`src/rtl/e1tx_pkg.sv`:
```
package e1tx_pkg;
   typedef enum logic [1:0] {
      TXM_OFF = 2'b00,
      TXM_RZ  = 2'b01,
      TXM_NRZ = 2'b10
   } txm_e;
endpackage

```
`src/rtl/e1tx_sync.sv`:
```
module e1tx_sync #(
   parameter int W      = 1,
   parameter int STAGES = 2
) (
   input  logic         clk,
   input  logic         rst_n,
   input  logic [W-1:0] d,
   output logic [W-1:0] q
);
   logic [W-1:0] stg [STAGES];

   for (genvar i = 0; i < STAGES; i++) begin : g_stage
      if (i == 0) begin : g_first
         always_ff @(posedge clk or negedge rst_n) begin
            if (!rst_n) stg[0] <= '0;
            else        stg[0] <= d;
         end
      end else begin : g_next
         always_ff @(posedge clk or negedge rst_n) begin
            if (!rst_n) stg[i] <= '0;
            else        stg[i] <= stg[i-1];
         end
      end
   end

   assign q = stg[STAGES-1];
endmodule

```
`src/rtl/e1tx_activity.sv`:
```
module e1tx_activity
   import e1tx_pkg::*;
#(
   parameter int IDLE_LIMIT = 64
) (
   input  logic clk,
   input  logic rst_n,
   input  logic lclk_s,
   output txm_e mode,
   output logic fall
);
   localparam int CW = $clog2(IDLE_LIMIT + 1);
   localparam logic [CW-1:0] LIM = CW'(IDLE_LIMIT);

   logic          prev_q;
   logic [CW-1:0] idle_q;
   logic          toggled;

   assign toggled = prev_q ^ lclk_s;
   assign fall    = prev_q & ~lclk_s;

   always_ff @(posedge clk or negedge rst_n) begin
      if (!rst_n) begin
         prev_q <= 1'b0;
         idle_q <= LIM;
      end else begin
         prev_q <= lclk_s;
         if (toggled)         idle_q <= '0;
         else if (idle_q < LIM) idle_q <= idle_q + 1'b1;
      end
   end

   always_comb begin
      if (idle_q < LIM)  mode = TXM_NRZ;
      else if (lclk_s)   mode = TXM_RZ;
      else               mode = TXM_OFF;
   end
endmodule

```
`src/rtl/e1tx_nrz_marker.sv`:
```
module e1tx_nrz_marker #(
   parameter int MARK_LEN = 8
) (
   input  logic clk,
   input  logic rst_n,
   input  logic fall,
   input  logic dp,
   input  logic dn,
   output logic mp,
   output logic mn,
   output logic err
);
   localparam int MW = $clog2(MARK_LEN + 1);
   localparam logic [MW-1:0] LEN = MW'(MARK_LEN);

   logic [MW-1:0] left_q;
   logic          pos_q;

   always_ff @(posedge clk or negedge rst_n) begin
      if (!rst_n) begin
         left_q <= '0;
         pos_q  <= 1'b0;
         err    <= 1'b0;
      end else if (fall) begin
         if (dp && dn) begin
            left_q <= '0;
            err    <= 1'b1;
         end else if (dp || dn) begin
            left_q <= LEN;
            pos_q  <= dp;
         end else begin
            left_q <= '0;
         end
      end else if (left_q != '0) begin
         left_q <= left_q - 1'b1;
      end
   end

   assign mp = (left_q != '0) &&  pos_q;
   assign mn = (left_q != '0) && !pos_q;
endmodule

```
`src/rtl/e1tx_mode_ctrl.sv`:
```
module e1tx_mode_ctrl
   import e1tx_pkg::*;
#(
   parameter int OVERSAMPLE  = 16,
   parameter int IDLE_BITS   = 4,
   parameter int SYNC_STAGES = 2
) (
   input  logic       clk,
   input  logic       rst_n,
   input  logic       tx_enable,
   input  logic       line_clk,
   input  logic       data_p,
   input  logic       data_n,
   output logic       mark_p,
   output logic       mark_n,
   output logic       drive_en,
   output logic [1:0] mode,
   output logic       both_err
);
   localparam int MARK_LEN   = OVERSAMPLE / 2;
   localparam int IDLE_LIMIT = IDLE_BITS * OVERSAMPLE;

   if (OVERSAMPLE < 4 || (OVERSAMPLE % 2) != 0) begin : g_bad_os
      $error("OVERSAMPLE must be even and at least 4");
   end
   if (IDLE_BITS < 2) begin : g_bad_idle
      $error("IDLE_BITS must be at least 2");
   end
   if (SYNC_STAGES < 2) begin : g_bad_sync
      $error("SYNC_STAGES must be at least 2");
   end

   logic [3:0] raw, synced;
   logic       en_s, lclk_s, dp_s, dn_s;
   txm_e       cur_mode;
   logic       fall;
   logic       nrz_p, nrz_n;
   logic       nxt_p, nxt_n, nxt_en;

   assign raw = {tx_enable, line_clk, data_p, data_n};
   assign {en_s, lclk_s, dp_s, dn_s} = synced;

   e1tx_sync #(.W(4), .STAGES(SYNC_STAGES)) u_sync (
      .clk(clk), .rst_n(rst_n), .d(raw), .q(synced)
   );

   e1tx_activity #(.IDLE_LIMIT(IDLE_LIMIT)) u_act (
      .clk(clk), .rst_n(rst_n), .lclk_s(lclk_s), .mode(cur_mode), .fall(fall)
   );

   e1tx_nrz_marker #(.MARK_LEN(MARK_LEN)) u_mark (
      .clk(clk), .rst_n(rst_n), .fall(fall), .dp(dp_s), .dn(dn_s),
      .mp(nrz_p), .mn(nrz_n), .err(both_err)
   );

   always_comb begin
      nxt_p = 1'b0;
      nxt_n = 1'b0;
      unique case (cur_mode)
         TXM_NRZ: begin
            nxt_p = nrz_p;
            nxt_n = nrz_n;
         end
         TXM_RZ: begin
            nxt_p = dp_s & ~dn_s;
            nxt_n = dn_s & ~dp_s;
         end
         default: ;
      endcase
      nxt_en = en_s && (cur_mode != TXM_OFF);
   end

   always_ff @(posedge clk or negedge rst_n) begin
      if (!rst_n) begin
         mark_p   <= 1'b0;
         mark_n   <= 1'b0;
         drive_en <= 1'b0;
      end else begin
         mark_p   <= nxt_p & nxt_en;
         mark_n   <= nxt_n & nxt_en;
         drive_en <= nxt_en;
      end
   end

   assign mode = cur_mode;
endmodule

```
`config.mk`:
```
export PLATFORM = sky130hd
export DESIGN_NAME = e1tx_mode_ctrl
export DESIGN_NICKNAME = d
export VERILOG_FILES = /design/src/rtl/e1tx_pkg.sv /design/src/rtl/e1tx_sync.sv /design/src/rtl/e1tx_activity.sv /design/src/rtl/e1tx_nrz_marker.sv /design/src/rtl/e1tx_mode_ctrl.sv
export SDC_FILE = /design/constraint.sdc
export NUM_CORES = 1
export LEC_CHECK = 0
export BUFFER_PORTS_ARGS = -buffer_cell sky130_fd_sc_hd__buf_2
export CORE_ASPECT_RATIO = 1.1
export CORE_UTILIZATION = 25
export CTS_CLUSTER_SIZE = 12
export DETAILED_ROUTE_END_ITERATION = 8
export HOLD_SLACK_MARGIN = 0.03
export MAX_ROUTING_LAYER = met4
export PLACE_DENSITY_LB_ADDON = 0.15
export SLEW_MARGIN = 20
export SYNTH_ARGS = -nofsm -noshare
export SYNTH_HDL_FRONTEND = slang
export SYNTH_SLANG_ARGS = --single-unit
```
`constraint.sdc`:
```
create_clock -name clk -period 3.65 [get_ports clk]
set_input_delay 0.73 -clock clk [delete_from_list [all_inputs] [get_ports clk]]
set_output_delay 0.73 -clock clk [all_outputs]
set_load 0.02 [all_outputs]
```
==> results.ini <==
[sta]
setup_viol=0
finalClockSkew_ps=11.2
hold_viol_final=0
tightest_slew_ps=564
slew_viol_final=0
min_period_ps=1980
rsz0062_at_grt=false
relSlewSlack_pct=62.4
finalWorstSetupSlack_ps=1670
fin_tns_setup_ps=0
max_clock_freq_ghz=0.506
timing.final.crit_share_pct=54.2

[finish]
fin_nets=112
syn_to_final_growth_pct=14.6
drive_gt1_share_pct=18.4
final_core_util_pct=30.3
n_antenna_cell=0

[clocking]
root_buffer=clkbuf_8
postCtsSetupBuffers=0
cts_sinks=25
cts-hold-fix-buffers=0
cts_tree=done
cts_buffers=3
cts.repair.resized=0
h-tree-depth=1
clk_path_buf_depth=2
insertion_delay_ps=270
cts.clk_slew.worst_paths_ps=90

[setup_path]
r2r_setup_slack_ps=2150
cp_top_family=flip-flops
critPathRequiredTime_ps=2920
crit_path_top_delay_cell=dfstp_2
arrival_ps=1250
crit_buf_inv=1
critPathMaxStageDelay_ps=650
crit_type=flip-flop to output pin
cp-end-kind=output pin
crit_chain=and2_1, buf_2
crit_fanout=11
critPathLaunchType=flip-flop

[yosys]
synth_nets=99
synth_common_cells=dfrtp_1, ha_1, inv_1
avgSynthCellArea_um2=12.3
netlist.area_leader.share_pct=56.9
netlist_top_cells_area=dfrtp_1, ha_1, xnor2_1
synth_cells=86
synth-seq-cells=25
ys_types=28
seq_area_frac_synth_pct=59.4
yosys_most_used_dff=dfrtp_1
yosysMostFrequentCell=dfrtp_1
synth-edff-count=0
async_flop_share_pct=100
yosysWarningCount=0
synth_area_um2=1060
synth_largest_area_cell=dfrtp_1

[global_route]
grt_overflow=0
grt_max_degree=26
use_met2_pct=15.4
grt.total_usage_pct=9.30
grtUsageMet1_pct=10.6
antenna_found_initial=0
grt_pass1_wl_mm=3.05
busiest_layer=met2
grt_pass1_vias=684
grt_use_met3_pct=1.96

[run]
maxCapViolCount=0

[power]
ir_drop_v=0.000205
powerDensity_nw_per_um2=547
power_uw=661
p_leak_nw=0.553

[drt]
vias_per_cell=4.19
ant_nets=0
wl_per_cell_um=11.0
drc=0
drt_iter0_drc=18
vias=629
totalWireLength_mm=1.65
first_pass_iters=3

[floorplan]
fp.dieW_um=64.0
num_rows=24
die-area_um2=4490
initial_utilization_pct=26.4
die-height_um=70.2
io_pins=12
coreArea_um2=3990

[placement]
io_buffers=11
gp_congestion=0.773
dpl_worst_slack_ps=1980
dpl.hpwl_mm=1.17

[worst_hold_path]
hp-class=flip-flop to flip-flop

[run_status]
status=completed

-- layer usage --
metal / vias up / wire length [µm]
li1: 311 / -
met1: 303 / 775
met2: 10 / 799
met3: 5 / 41
met4: 0 / 35
met5: - / 0
-- cells in the final DEF, fill, tap and decap left out --
cell / instances
dfstp_2: 1
xnor2_1: 4
nand2_1: 2
clkinvlp_4: 1
a221o_1: 1
and4b_1: 1
mux2_2: 1
or3b_1: 1
nor3b_1: 1
a22oi_1: 1
a211oi_2: 1
or3_1: 1
a21o_1: 1
nor2_1: 4
mux2i_1: 2
nor3_1: 2
ha_1: 7
dfrtp_1: 24
o21ai_0: 1
nand2b_1: 3
buf_2: 11
clkbuf_8: 3
and3_1: 1
and2_1: 3
a21boi_0: 4
inv_1: 6
nor2b_1: 3
a21oi_1: 1
nand3b_1: 1
nand3_1: 5
-- cells by family after synthesis --
family                   count (synthesis)  share of synthesized area (%)
AND/OR/NAND/NOR                         28                           15.2
flip-flops                              25                           59.4
AO/OA/AOI/OAI                           10                           7.35
buffers and inverters                    9                           3.55
adder cells (fa/ha/maj)                  7                           8.29
XOR/XNOR                                 4                           3.32
multiplexers                             3                           2.96
-- worst register-to-register path: stages, from the launching register on --
cell	delay, ps
dfrtp_1	420
inv_1	70
ha_1	190
or3b_1	480
xnor2_1	170
nor2_1	50
-- flip-flops by register name, indices dropped and copies added (netlist names) --
signal / cells
mark_n: 1
u_act.prev_q: 1
u_mark.pos_q: 1
u_mark.left_q: 4
u_sync.q: 4
u_act.idle_q: 7
u_mark.err: 1
drive_en: 1
u_sync.stg: 4
mark_p: 1
-- per-stage QoR --
stage	area (µm²)	hold slack, ps	instances
global placement	1160	334	146
detailed placement	1160	335	146
floorplan	1060	331	86
global route	1210	367	150
finish	1210	356	150
CTS	1210	358	150
-- final cells by class --
type                    instances  area (µm²)
fillers                       399        2780
flip-flops and latches         25         627
multi-input cells              52         392
well taps                      52        65.1
repair buffers                 11        55.1
clock buffers                   3        41.3
inverters                       6        22.5
clock inverters                 1        7.51
-- path summary, 6_finish.rpt --
| check | cells past startpoint | to | from |
|---|---|---|---|
| max | 2 | mode[0] | u_act.idle_q[6]$_DFFE_PN1P_ |
| min | 0 | u_sync.q[2]$_DFF_PN0_ | u_sync.stg[6]$_DFF_PN0_ |
| max reg2reg | 5 | u_mark.left_q[0]$_DFFE_PN0P_ | u_mark.left_q[0]$_DFFE_PN0P_ |
| min reg2reg | 0 | u_sync.q[2]$_DFF_PN0_ | u_sync.stg[6]$_DFF_PN0_ |
| max in group asynchronous | 1 | u_act.idle_q[1]$_DFFE_PN0P_ | rst_n |
| min in group asynchronous | 1 | u_act.idle_q[3]$_DFFE_PN0P_ | rst_n |
-- power by group --
group / switching [mW] / internal, mW / total, mW / leakage [nW]
Combinational: 0.0765 / 0.0738 / 0.150 / 0.226
Sequential: 0.0279 / 0.316 / 0.344 / 0.305
Clock: 0.0894 / 0.0774 / 0.167 / 0.0217
Note: power is estimated with default switching activity, not from simulation.
